<file path="src/rtl/gpio_bank_pkg.sv">
package gpio_bank_pkg;
  typedef enum logic [1:0] {
    ACC_WRITE = 2'd0,
    ACC_SET   = 2'd1,
    ACC_CLEAR = 2'd2,
    ACC_NONE  = 2'd3
  } acc_e;

  typedef enum logic [2:0] {
    RG_DRIVE  = 3'd0,
    RG_STATE  = 3'd1,
    RG_DRV_EN = 3'd2,
    RG_ARM    = 3'd3,
    RG_IEN    = 3'd4,
    RG_MODE   = 3'd5,
    RG_POL    = 3'd6,
    RG_STAT   = 3'd7
  } reg_e;

  localparam int NUM_REGS = 8;
  localparam int SYNC_DEPTH = 2;
endpackage

</file>
<file path="src/rtl/gpio_sync.sv">
module gpio_sync #(
  parameter int WIDTH  = 32,
  parameter int STAGES = 2
) (
  input  logic             clk,
  input  logic             rst_n,
  input  logic [WIDTH-1:0] d,
  output logic [WIDTH-1:0] q
);
  logic [WIDTH-1:0] chain [STAGES];

  always_ff @(posedge clk or negedge rst_n) begin
    if (!rst_n) begin
      for (int i = 0; i < STAGES; i++) chain[i] <= '0;
    end else begin
      chain[0] <= d;
      for (int i = 1; i < STAGES; i++) chain[i] <= chain[i-1];
    end
  end

  assign q = chain[STAGES-1];
endmodule

</file>
<file path="src/rtl/gpio_detect.sv">
module gpio_detect #(
  parameter int WIDTH = 32
) (
  input  logic             clk,
  input  logic             rst_n,
  input  logic [WIDTH-1:0] level,
  input  logic [WIDTH-1:0] arm,
  input  logic [WIDTH-1:0] mode_level,
  input  logic [WIDTH-1:0] pol_high,
  output logic [WIDTH-1:0] event_o
);
  logic [WIDTH-1:0] prev;

  always_ff @(posedge clk or negedge rst_n) begin
    if (!rst_n) prev <= '0;
    else        prev <= level;
  end

  // active means the pin sits at its selected level; for edges the
  // pin must also have just moved there
  for (genvar p = 0; p < WIDTH; p++) begin : g_pin
    logic active, moved;
    assign active = (level[p] == pol_high[p]);
    assign moved  = (level[p] != prev[p]);
    assign event_o[p] = arm[p] & active & (mode_level[p] | moved);
  end
endmodule

</file>
<file path="src/rtl/gpio_bank.sv">
module gpio_bank
  import gpio_bank_pkg::*;
#(
  parameter int N_PINS = 32,
  parameter int ADDR_W = 8
) (
  input  logic              clk,
  input  logic              rst_n,
  input  logic              wr_en,
  input  logic              rd_en,
  input  logic [ADDR_W-1:0] addr,
  input  logic [N_PINS-1:0] wdata,
  output logic [N_PINS-1:0] rdata,
  input  logic [N_PINS-1:0] pin_in,
  output logic [N_PINS-1:0] pin_out,
  output logic [N_PINS-1:0] pin_oe,
  output logic              irq
);
  localparam int IDX_W = ADDR_W - 4;

  logic [IDX_W-1:0]  idx;
  acc_e              acc;
  logic              mapped;
  logic [N_PINS-1:0] rf [NUM_REGS];
  logic [N_PINS-1:0] state_s;
  logic [N_PINS-1:0] pin_event;
  logic [N_PINS-1:0] arm_v, ien_v, mode_v, pol_v, stat_v;

  assign idx    = addr[ADDR_W-1:4];
  assign acc    = acc_e'(addr[3:2]);
  assign mapped = (idx < IDX_W'(NUM_REGS)) && (acc != ACC_NONE);

  function automatic logic [N_PINS-1:0] merge(
    input logic [N_PINS-1:0] cur,
    input logic [N_PINS-1:0] wd,
    input acc_e              a
  );
    case (a)
      ACC_SET:   return cur | wd;
      ACC_CLEAR: return cur & ~wd;
      ACC_WRITE: return wd;
      default:   return cur;
    endcase
  endfunction

  gpio_sync #(.WIDTH(N_PINS), .STAGES(SYNC_DEPTH)) u_sync (
    .clk   (clk),
    .rst_n (rst_n),
    .d     (pin_in),
    .q     (state_s)
  );

  gpio_detect #(.WIDTH(N_PINS)) u_detect (
    .clk        (clk),
    .rst_n      (rst_n),
    .level      (state_s),
    .arm        (arm_v),
    .mode_level (mode_v),
    .pol_high   (pol_v),
    .event_o    (pin_event)
  );

  for (genvar g = 0; g < NUM_REGS; g++) begin : g_reg
    logic hit;
    assign hit = wr_en && mapped && (idx == IDX_W'(g));
    if (g == int'(RG_STATE)) begin : g_ro
      assign rf[g] = state_s;
    end else if (g == int'(RG_STAT)) begin : g_sticky
      logic [N_PINS-1:0] q;
      always_ff @(posedge clk or negedge rst_n) begin
        if (!rst_n) q <= '0;
        else        q <= (hit ? merge(q, wdata, acc) : q) | pin_event;
      end
      assign rf[g] = q;
    end else begin : g_rw
      logic [N_PINS-1:0] q;
      always_ff @(posedge clk or negedge rst_n) begin
        if (!rst_n)   q <= '0;
        else if (hit) q <= merge(q, wdata, acc);
      end
      assign rf[g] = q;
    end
  end

  assign arm_v  = rf[RG_ARM];
  assign ien_v  = rf[RG_IEN];
  assign mode_v = rf[RG_MODE];
  assign pol_v  = rf[RG_POL];
  assign stat_v = rf[RG_STAT];

  always_ff @(posedge clk or negedge rst_n) begin
    if (!rst_n)      rdata <= '0;
    else if (rd_en)  rdata <= mapped ? rf[idx[2:0]] : '0;
  end

  assign pin_out = rf[RG_DRIVE];
  assign pin_oe  = rf[RG_DRV_EN];
  assign irq     = |(stat_v & ien_v);
endmodule

</file>
<file path="config.mk">
export PLATFORM = sky130hd
export DESIGN_NAME = gpio_bank
export DESIGN_NICKNAME = d
export VERILOG_FILES = /design/src/rtl/gpio_bank_pkg.sv /design/src/rtl/gpio_sync.sv /design/src/rtl/gpio_detect.sv /design/src/rtl/gpio_bank.sv
export SDC_FILE = /design/constraint.sdc
export NUM_CORES = 1
export LEC_CHECK = 0
export ABC_AREA = 0
export BUFFER_PORTS_ARGS = -buffer_cell sky130_fd_sc_hd__buf_4
export CAP_MARGIN = 5
export CORE_ASPECT_RATIO = 1.75
export CORE_MARGIN = 8
export CORE_UTILIZATION = 50
export DETAILED_ROUTE_END_ITERATION = 16
export PLACE_DENSITY = 0.73
export SLEW_MARGIN = 20
export SYNTH_ARGS = -nofsm -noshare
export SYNTH_HDL_FRONTEND = slang
export SYNTH_SLANG_ARGS = --single-unit
</file>
<file path="constraint.sdc">
create_clock -name clk -period 1.55 [get_ports clk]
set_input_delay 0.155 -clock clk [delete_from_list [all_inputs] [get_ports clk]]
set_output_delay 0.155 -clock clk [all_outputs]
set_load 0.005 [all_outputs]
</file>
* Yosys cells after proc, flatten, opt, wreduce, memory -nomap -nowiden
Cells that the tools add are included.
Operators by class: reductions and logical operators 19, multiplexer cells 12, equal/unequal tests 73, magnitude comparators 2, bitwise operators 114
Operators with widths (count):
- case mux 32 bit (3 select lines) | 7
- bitwise AND 32 bit | 8
- bitwise OR 32 bit | 8
- 2-to-1 mux 32 bit | 4
- binary-select mux 32 bit (select 3 bit) | 1
- bitwise AND 1 bit | 64
- == test 1 bit | 32
- inequality test 1 bit | 32
- NOT 32 bit | 1
- bitwise OR 1 bit | 32
- OR reduction 32 bit | 1
- == test 4 x 3 -> 1 bit, second input constant | 4
- AND reduction 2 bit | 6
- logical AND 1 bit | 9
- == test 4 x 2 -> 1 bit, second input constant | 2
- >= comparator 4 bit, second input constant | 1
- zero test 4 bit | 1
- < comparator 4 bit, second input constant | 1
- NOT 3 -> 4 bit | 1
- nonzero test 3 bit | 1
- == test 2 x 1 -> 1 bit, second input constant | 1
- == test 2 bit, second input constant | 1
- zero test 2 bit | 1
- inequality test 2 bit, second input constant | 1
Storage, ports and cells: bits of input ports 76, output and inout port bits 97, bits in registers 352, word-level logic and storage cells 231

* Logic depth before layout (Yosys ltp)
Gate-level depths: netlist of the first run.
word-level depth 6, gate-level depth with buffers 8, mapped depth without buffers 4

* Hierarchy
Synthesis of the first run repeated with hierarchy kept, for this count alone.
Unflattened totals: cell total of the unflattened synthesis 1886, area total of the unflattened synthesis 18641.6 um^2
By module, submodules not included:
- gpio_bank | cells each 1598, times used 1, sequential area each 6406.1 um^2, area each 15118.2 um^2
- gpio_sync | cells each 96, times used 1, sequential area each 1601.5 um^2, area each 1841.8 um^2
- gpio_detect | cells each 192, times used 1, sequential area each 800.8 um^2, area each 1681.6 um^2

* Worst setup path before layout of the first run
Ideal clock, no wire load.
kind in2reg, from in addr[4], to reg g_reg[0].g_rw.q[16] (netlist: pin_out[16]), data required time 1.467 ns, data arrival time 1.375 ns, path buffers 2, stages 6, path slack 0.092 ns, library setup time 0.083 ns, cell sequence buf_6 or3b_4 nor4_4 buf_6 o211ai_1 o21ai_0
Between the ends: cells in the longest elaborated chain, start to end 5, elaborated cells on any way between the ends 6, classes of those cells order compare (1); reduce/logical (5)
Ends and longest elaborated chain:
- from (decl) | RTL line gpio_bank.sv:11 | input logic [ADDR_W-1:0] addr,
- < comparator 4 bit | RTL line gpio_bank.sv:31 | assign mapped = (idx < IDX_W'(NUM_REGS)) && (acc != ACC_NONE);
- logical AND 1 bit | RTL line gpio_bank.sv:31
- logical AND 1 bit | RTL line gpio_bank.sv:65 | assign hit = wr_en && mapped && (idx == IDX_W'(g));
- logical AND 1 bit (*) | RTL line gpio_bank.sv:65
- AND reduction 2 bit (no line) (*)
- to (signal assigned) | RTL line gpio_bank.sv:79 | else if (hit) q <= merge(q, wdata, acc);
- to (decl) | RTL line gpio_bank.sv:76 | logic [N_PINS-1:0] q;
Mark *: on every way between the ends. The rest lies on a longest branch, timed or not. A chain may end at the register's enable or synchronous reset.

* Worst setup path after layout of the first run
from reg g_reg[7].g_sticky.q[22], to out irq
Between the ends: cells in the longest elaborated chain, start to end 2
Ends and longest elaborated chain:
- from (decl) | RTL line gpio_bank.sv:69 | logic [N_PINS-1:0] q;
- from (signal assigned) | RTL line gpio_bank.sv:72 | else q <= (hit ? merge(q, wdata, acc) : q) | pin_event;
- bitwise AND 32 bit | RTL line gpio_bank.sv:98 | assign irq = |(stat_v & ien_v);
- OR reduction 32 bit | RTL line gpio_bank.sv:98
- to (decl) | RTL line gpio_bank.sv:17 | output logic irq
No other way between the ends.

==> results.sh, run 1 <==
export IMPL_outcome="complete, but fails checks"
export IMPL_violations="negative setup slack"
export IMPL_synth_nets=1682
export IMPL_yosysWarnings=0
export IMPL_syn_avg_cell_area_um2=10.3
export IMPL_synth_edf_count=0
export IMPL_crit_fanout=2
export IMPL_synth_area_mm2=0.0165
export IMPL_yosysSeqAreaShare_pct=53.3
export IMPL_clk_latency_ns=0.53
export IMPL_start_kind="flip-flop"
export IMPL_synthToLayoutAreaGrowth_pct=28.6
export IMPL_synthSimpleGateAreaFrac_pct=12.2
export IMPL_rows=88
export IMPL_synth_top_family_by_area="compound AO/OA/AOI/OAI gates"
export IMPL_final_cells=2337
export IMPL_antenna_found_initial=2
export IMPL_slew_viol_final=0
export IMPL_clock_skew_ns=0.0101
export IMPL_synthXorXnorAreaFrac_pct=3.29
export IMPL_synth_mux_area_share_pct=7.71
export IMPL_cts_inserted_buffers=35
export IMPL_synthArstFlopShare_pct=100
export IMPL_drt_total_wl_um=54700
export IMPL_worstMarginPinSlew_ns=0.987
export IMPL_p_per_area_mw_per_mm2=1240
export IMPL_io_buffers=170
export IMPL_critPathCaptureType="output port"
export IMPL_grt_pass1_vias=15161
export IMPL_yosysTopAreaCellShare_pct=53.3
export IMPL_drtPass1Iterations=5
export IMPL_crit_chain="a22oi_2 -> nand4_1 -> or4_4 -> buf_6"
export IMPL_routabilityCongestion=0.905
export IMPL_grt_pass1_wl_um=85600
export IMPL_min_path_type="in2async"
export IMPL_synth_compound_area_share_pct=18.5
export IMPL_clock_path_buffers=3
export IMPL_placed_cell_area_mm2=0.0192
export IMPL_dpl_hpwl_um=36900
export IMPL_drive_gt1_share_pct=23.0
export IMPL_coreArea_mm2=0.0328
export IMPL_regArea_mm2=0.00881
export IMPL_rsz0062_at_grt="true"
export IMPL_worstPathRequired_ns=1.39
export IMPL_reg2regPathDepth=5
export IMPL_multi_input_area_mm2=0.00706
export IMPL_slew_headroom_pct=34.2
export IMPL_routed_via_density=6.11
export IMPL_cts_clk_slew_worst_paths_ns=0.07
export IMPL_vias=14275
export IMPL_crit_family="simple AND/OR/NAND/NOR gates"
export IMPL_die_x_um=153
export IMPL_synthFlopType="dfrtp_1"
export IMPL_cp_slowest_cell="or4_4"
export IMPL_ir_drop_v=0.000903
export IMPL_reg2reg_to="rdata[5]$_DFFE_PN0P_"
export IMPL_netlist_instances=1606
export IMPL_grt_max_degree=99
export IMPL_finalCritPeriodShare_pct=141
export IMPL_initial_core_util_pct=50.4
export IMPL_die_height_um=256
export IMPL_hold_violations=0
export IMPL_fin_area_mm2=0.0213
export IMPL_tns_ns=-0.643
export IMPL_ant_nets=0
export IMPL_rrSetupSlack_ns=0.01
export IMPL_path_class="reg2out"
export IMPL_cp_arrival_ns=2.04
export IMPL_cts_sinks=352
export IMPL_fillers=2551
export IMPL_final_util_pct=64.8
export IMPL_maxCapViolCount=0
export IMPL_critical_path_buf_inv_count=1
export IMPL_htreeDepth=2
export IMPL_max_freq_mhz=456
export IMPL_synth_area_top_cells="dfrtp_1 (53%), o211ai_1 (6.0%), nand2_1 (5.9%), o21ai_0 (5.8%), mux2i_1 (4.3%)"
export IMPL_hold_slack_ns=0.0452
export IMPL_dieArea_mm2=0.0393
export IMPL_grtUsageTotal_pct=27.7
export IMPL_grt_overflow=0
export IMPL_synthAdderAreaFrac_pct=0
export IMPL_ios=173
export IMPL_synth_top_area_cell="dfrtp_1"
export IMPL_drc=0
export IMPL_setup_violations=1
export IMPL_synth_cell_types=41
export IMPL_setup_slack_ns=-0.643
export IMPL_nets=1982
export IMPL_ys_ff_latch=352
export IMPL_r2r_start="g_reg[7].g_sticky.q[5]$_DFF_PN0_"
export IMPL_cts_tree="yes"
export IMPL_max_stage_delay_ns=0.56
export IMPL_wl_per_cell_um=23.4
export IMPL_leakage_nw=9.69
export IMPL_drtIter0Drc=1241
export IMPL_cts_root_buf="clkbuf_16"
export IMPL_fin_crit_ns=2.19
export IMPL_dp_cells=2208
==> cells in the mapped netlist (all sizes together), types with 7 or more instances <==
cell and count:
a22oi 48, clkbuf 80, xnor2 31, nor3 8, xor2 31, a22o 32, mux2i 71, buf 48
a21oi 7, mux4 25, nor2b 11, nand2 260, a21o 32, nand3 60, nand2b 53, o21ai 218
dfrtp 352, o211ai 132, inv 66
==> cells in the final DEF, fill, tap and decap left out, drive strengths merged, types with 25 or more instances in the layout <==
| cell type | Yosys | routed |
|---|---|---|
| nand3 | 60 | 60 |
| nand2b | 53 | 53 |
| o211ai | 132 | 132 |
| a21o | 32 | 32 |
| mux2i | 71 | 71 |
| a22oi | 48 | 48 |
| xor2 | 31 | 31 |
| mux4 | 25 | 25 |
| xnor2 | 31 | 31 |
| dlygate4sd3 | 0 | 65 |
| inv | 66 | 66 |
| o21ai | 218 | 218 |
| nand2 | 260 | 260 |
| buf | 48 | 326 |
| clkbuf | 80 | 51 |
| dfrtp | 352 | 352 |
| a22o | 32 | 32 |
==> metal layers <==
layer	wire, um	share of wire [%]	global-route usage (%)	up-vias
met2	27800	51	47.7	702
met3	3780	6.9	4.67	210
met1	19900	36	31.8	7122
li1	-	-	-	6241
met5	0	0	0	-
met4	3220	5.9	17.1	0
==> stage by stage <==
| step | power (mW) | worst slack (ns) |
|---|---|---|
| 2_1_floorplan | 14.4 | 0.0920 |
| 3_3_place_gp | 17.0 | -0.442 |
| 3_5_place_dp | 17.2 | -0.446 |
| 4_1_cts | 26.4 | -0.695 |
| 5_1_grt | 27.5 | -0.701 |
| 6_report | 26.4 | -0.643 |
==> sequential cells by signal, indices dropped and copies added (netlist names) <==
name / cells
g.g_rw.q: 96
arm_v: 32
g.g_sticky.q: 32
pin_oe: 32
pin_out: 32
rdata: 32
u_detect.prev: 32
u_sync.chain: 32
u_sync.q: 32
==> worst register-to-register path: stages (launching register included) <==
cell,delay (ns)
dfrtp_1,0.44
buf_4,0.16
mux4_2,0.45
nand2b_4,0.16
nand3_1,0.11
o21ai_1,0.08
==> area by class of cell <==
| class | count | share of cell area, % |
|---|---|---|
| Antenna cell | 2 | 0.0236 |
| Clock buffer | 51 | 5.03 |
| Clock inverter | 10 | 0.648 |
| Inverter | 66 | 1.17 |
| Multi-Input combinational cell | 1060 | 33.2 |
| Sequential cell | 352 | 41.4 |
| Tap cell | 405 | 2.38 |
| Timing Repair Buffer | 391 | 16.1 |
==> power by group <==
part / leakage [nW] / switching (mW) / internal (mW) / total, mW
Clock: 0.589 / 3.66 / 5.30 / 8.96
Sequential: 4.37 / 1.39 / 10.6 / 12.0
Combinational: 4.73 / 2.51 / 2.93 / 5.45
Total: 9.69 / 7.57 / 18.8 / 26.4
==> how the worst max path moves through the flow <==
| stage | cells past startpoint | slack, ns | end | from |
|---|---|---|---|---|
| 2_1_floorplan | 6 | 0.09 | pin_out[16]$_DFFE_PN0P_ | addr[4] |
| 3_3_place_gp | 6 | -0.44 | g_reg[4].g_rw.q[3]$_DFFE_PN0P_ | addr[4] |
| 3_5_place_dp | 6 | -0.45 | g_reg[4].g_rw.q[0]$_DFFE_PN0P_ | addr[4] |
| 4_1_cts | 5 | -0.70 | irq | g_reg[4].g_rw.q[30]$_DFFE_PN0P_ |
| 5_1_grt | 5 | -0.70 | irq | g_reg[4].g_rw.q[30]$_DFFE_PN0P_ |
| 6_report | 4 | -0.64 | irq | g_reg[7].g_sticky.q[22]$_DFF_PN0_ |
==> cells by family after synthesis <==
family | Yosys count
buffers and inverters | 194
XOR/XNOR | 62
multiplexers | 96
flip-flops | 352
AND/OR/NAND/NOR | 425
AO/OA/AOI/OAI | 477
==> what timing repair did <==
item / in CTS / in global routing
setup buffers: 1 / 3
endpoints found under the hold margin: 607 / 0
pin swaps: 3 / 3
endpoints found under the setup margin: 2 / 11
resized for setup: 10 / 22
hold buffers: 65 / 0
Note: power is estimated with default switching activity, not from simulation.
==> run 2: changes to the inputs <==
GPL_ROUTABILITY_DRIVEN = 0   (was unset)
SYNTH_HIERARCHICAL = 1   (was unset)
==> run 2 against run 1 <==
Against the previous run: the flow still finishes with violations (negative setup slack); wire length up 21%; clock-buffer cell count increased by 7; combinational power rose by 25%; synthesized area rose by 13%; critical endpoint unchanged; critical path type unchanged; synthesized cell count up 17%; final area rose by 9.5%; largest power group unchanged.
==> results.sh, run 2 <==
export IMPL_setup_slack_ns=-0.775
export IMPL_synth_most_common_cell="dfrtp_1"
export IMPL_die_x_um=162
export IMPL_dieArea_mm2=0.0440
export IMPL_clock_path_buffers=3
export IMPL_yosys_top_cells_count="dfrtp_1 (352), inv_1 (192), o21ai_0 (185)"
export IMPL_synth_area_top_cells="dfrtp_1 (47%), o32ai_1 (6.4%), a31oi_1 (5.4%), o21ai_0 (5.0%), mux2_2 (4.1%)"
export IMPL_synth_compound_area_share_pct=26.2
export IMPL_fillers=2935
export IMPL_drt_total_wl_um=66300
export IMPL_syn_avg_cell_area_um2=9.88
export IMPL_cts_inserted_buffers=36
export IMPL_die_height_um=271
export IMPL_max_freq_mhz=430
export IMPL_cp_arrival_ns=2.17
export IMPL_critPathCaptureType="output port"
export IMPL_cts_clk_slew_worst_paths_ns=0.07
export IMPL_drtPass1Iterations=9
export IMPL_start_kind="flip-flop"
export IMPL_synth_area_mm2=0.0186
export IMPL_synthArstFlopShare_pct=100
export IMPL_final_common_cell="dfrtp_1"
export IMPL_synth_nets=1962
export IMPL_synth_top_area_cell="dfrtp_1"
export IMPL_fin_crit_ns=2.33
export IMPL_final_util_pct=63.3
export IMPL_nets=2202
export IMPL_wl_per_cell_um=25.2
export IMPL_path_class="reg2out"
export IMPL_grtUsageTotal_pct=29.7
export IMPL_ios=173
export IMPL_yosysTopAreaCellShare_pct=47.3
export IMPL_grt_overflow=0
export IMPL_yosysWarnings=6
export IMPL_slew_headroom_pct=65.5
export IMPL_cts_root_buf="clkbuf_16"
export IMPL_clk_latency_ns=0.54
export IMPL_cts_tree="yes"
export IMPL_clock_skew_ns=0.0124
export IMPL_rows=93
export IMPL_synthSimpleGateAreaFrac_pct=8.94
export IMPL_netlist_instances=1886
export IMPL_crit_fanout=2
export IMPL_ir_drop_v=0.000758
export IMPL_yosysSeqAreaShare_pct=47.3
export IMPL_initial_core_util_pct=50.7
export IMPL_cts_sinks=352
export IMPL_grt_pass1_vias=18659
export IMPL_violations="negative setup slack"
export IMPL_synthAdderAreaFrac_pct=0
export IMPL_min_path_type="in2reg"
export IMPL_outcome="complete, but fails checks"
export IMPL_hold_slack_ns=0.0573
export IMPL_maxCapViolCount=0
export IMPL_hold_violations=0
export IMPL_leakage_nw=9.63
export IMPL_finalCritPeriodShare_pct=150
export IMPL_p_per_area_mw_per_mm2=1170
export IMPL_synthToLayoutAreaGrowth_pct=24.8
export IMPL_routed_via_density=6.81
export IMPL_layout_common_cells="dfrtp_1 (352), buf_4 (329), inv_1 (192), o21ai_0 (185), a31oi_1 (160)"
export IMPL_io_buffers=170
export IMPL_rrSetupSlack_ns=0.04
export IMPL_rsz0062_at_grt="true"
export IMPL_worstPathRequired_ns=1.39
export IMPL_multi_input_area_mm2=0.00810
export IMPL_grt_max_degree=71
export IMPL_drc=0
export IMPL_drive_gt1_share_pct=25.3
export IMPL_drtIter0Drc=2107
export IMPL_dpl_hpwl_um=43200
export IMPL_vias=17875
export IMPL_largest_register="g.g_rw.q"
export IMPL_grt_pass1_wl_um=104000
export IMPL_coreArea_mm2=0.0368
export IMPL_antenna_found_initial=0
export IMPL_ys_ff_latch=352
export IMPL_synth_cell_types=46
export IMPL_synth_mux_area_share_pct=7.73
export IMPL_ant_nets=0
export IMPL_worstMarginPinSlew_ns=0.518
export IMPL_regArea_mm2=0.00881
export IMPL_slew_viol_final=0
export IMPL_synth_edf_count=0
export IMPL_htreeDepth=2
export IMPL_synthFlopType="dfrtp_1"
export IMPL_setup_violations=1
export IMPL_synth_top_family_by_area="compound AO/OA/AOI/OAI gates"
export IMPL_largest_reg_flops=96
export IMPL_synthXorXnorAreaFrac_pct=0.0470
[run 2: worst paths after layout]
kind | startpoint | to | cells after the start
setup / recovery | g_reg[7].g_sticky.q[30]$_DFF_PN0_ | irq | 4
setup reg to reg | g_reg[7].g_sticky.q[1]$_DFF_PN0_ | rdata[1]$_DFFE_PN0P_ | 4
hold / removal | addr[3] | g_reg[5].g_rw.q[28]$_DFFE_PN0P_ | 3
hold reg to reg | u_sync/chain[43]$_DFF_PN0_ | u_sync/q[11]$_DFF_PN0_ | 0
min in group asynchronous | rst_n | pin_out[6]$_DFFE_PN0P_ | 2
max in group asynchronous | rst_n | g_reg[6].g_rw.q[22]$_DFFE_PN0P_ | 3
[run 2: power breakdown]
part	total, mW	internal, mW	switching, mW
Combinational	6.82	3.68	3.14
Sequential	12.0	10.6	1.40
Clock	8.50	4.78	3.72
Total	27.3	19.0	8.27
[run 2: repair_timing]
item | CTS | global route
pin swaps | 4 | 2
hold buffers | 65 | 0
setup endpoints to repair | 1 | 5
hold endpoints to repair | 543 | 0
resized for setup | 5 | 5
setup buffers | 2 | 0
[run 2: final cells by class]
| type | instances | share of cell area, % |
|---|---|---|
| sequential | 352 | 37.9 |
| multi-input combinational | 1109 | 34.8 |
| timing repair buffer | 435 | 16.9 |
| clock buffer | 58 | 4.66 |
| inverter | 192 | 3.10 |
| tap | 475 | 2.55 |
| clock inverter | 4 | 0.0968 |
| antenna | 1 | 0.0108 |
[run 2: worst max-delay path, cell delays in order, from the launching register on]
cell	delay, ns
dfrtp_1	0.42
a22oi_2	0.35
nand4_1	0.22
or4_4	0.50
buf_6	0.14
[run 2: cells by family (layout without fill, tap and decap cells)]
kind of cell	after synthesis	count (layout)
DFF	352	352
muxes	98	98
buffers and inverters	425	689
and+or+nand+nor	290	290
AOI/OAI and AO/OA	720	720
other	0	1
xor gates and xnor gates	1	1
[run 2: metal layers]
layer / wire (um) / global-route usage, % / up-vias
li1: - / - / 7515
met1: 23900 / 35.0 / 8796
met2: 32500 / 49.2 / 1239
met3: 5850 / 5.70 / 325
met4: 4010 / 18.8 / 0
met5: 0 / 0 / -
[run 2: metrics by stage]
stage	setup TNS (ns)	cells	instance area [um2]	total power, mW	worst slack [ns]
floorplan	-3.64	1886	18700	15.2	-0.0447
global placement	-11.30	2496	21500	18.3	-0.343
detailed placement	-19.08	2496	21500	18.6	-0.323
CTS	-0.693	2625	23200	27.2	-0.693
global route	-0.787	2625	23300	28.4	-0.787
finish	-0.775	2626	23300	27.3	-0.775
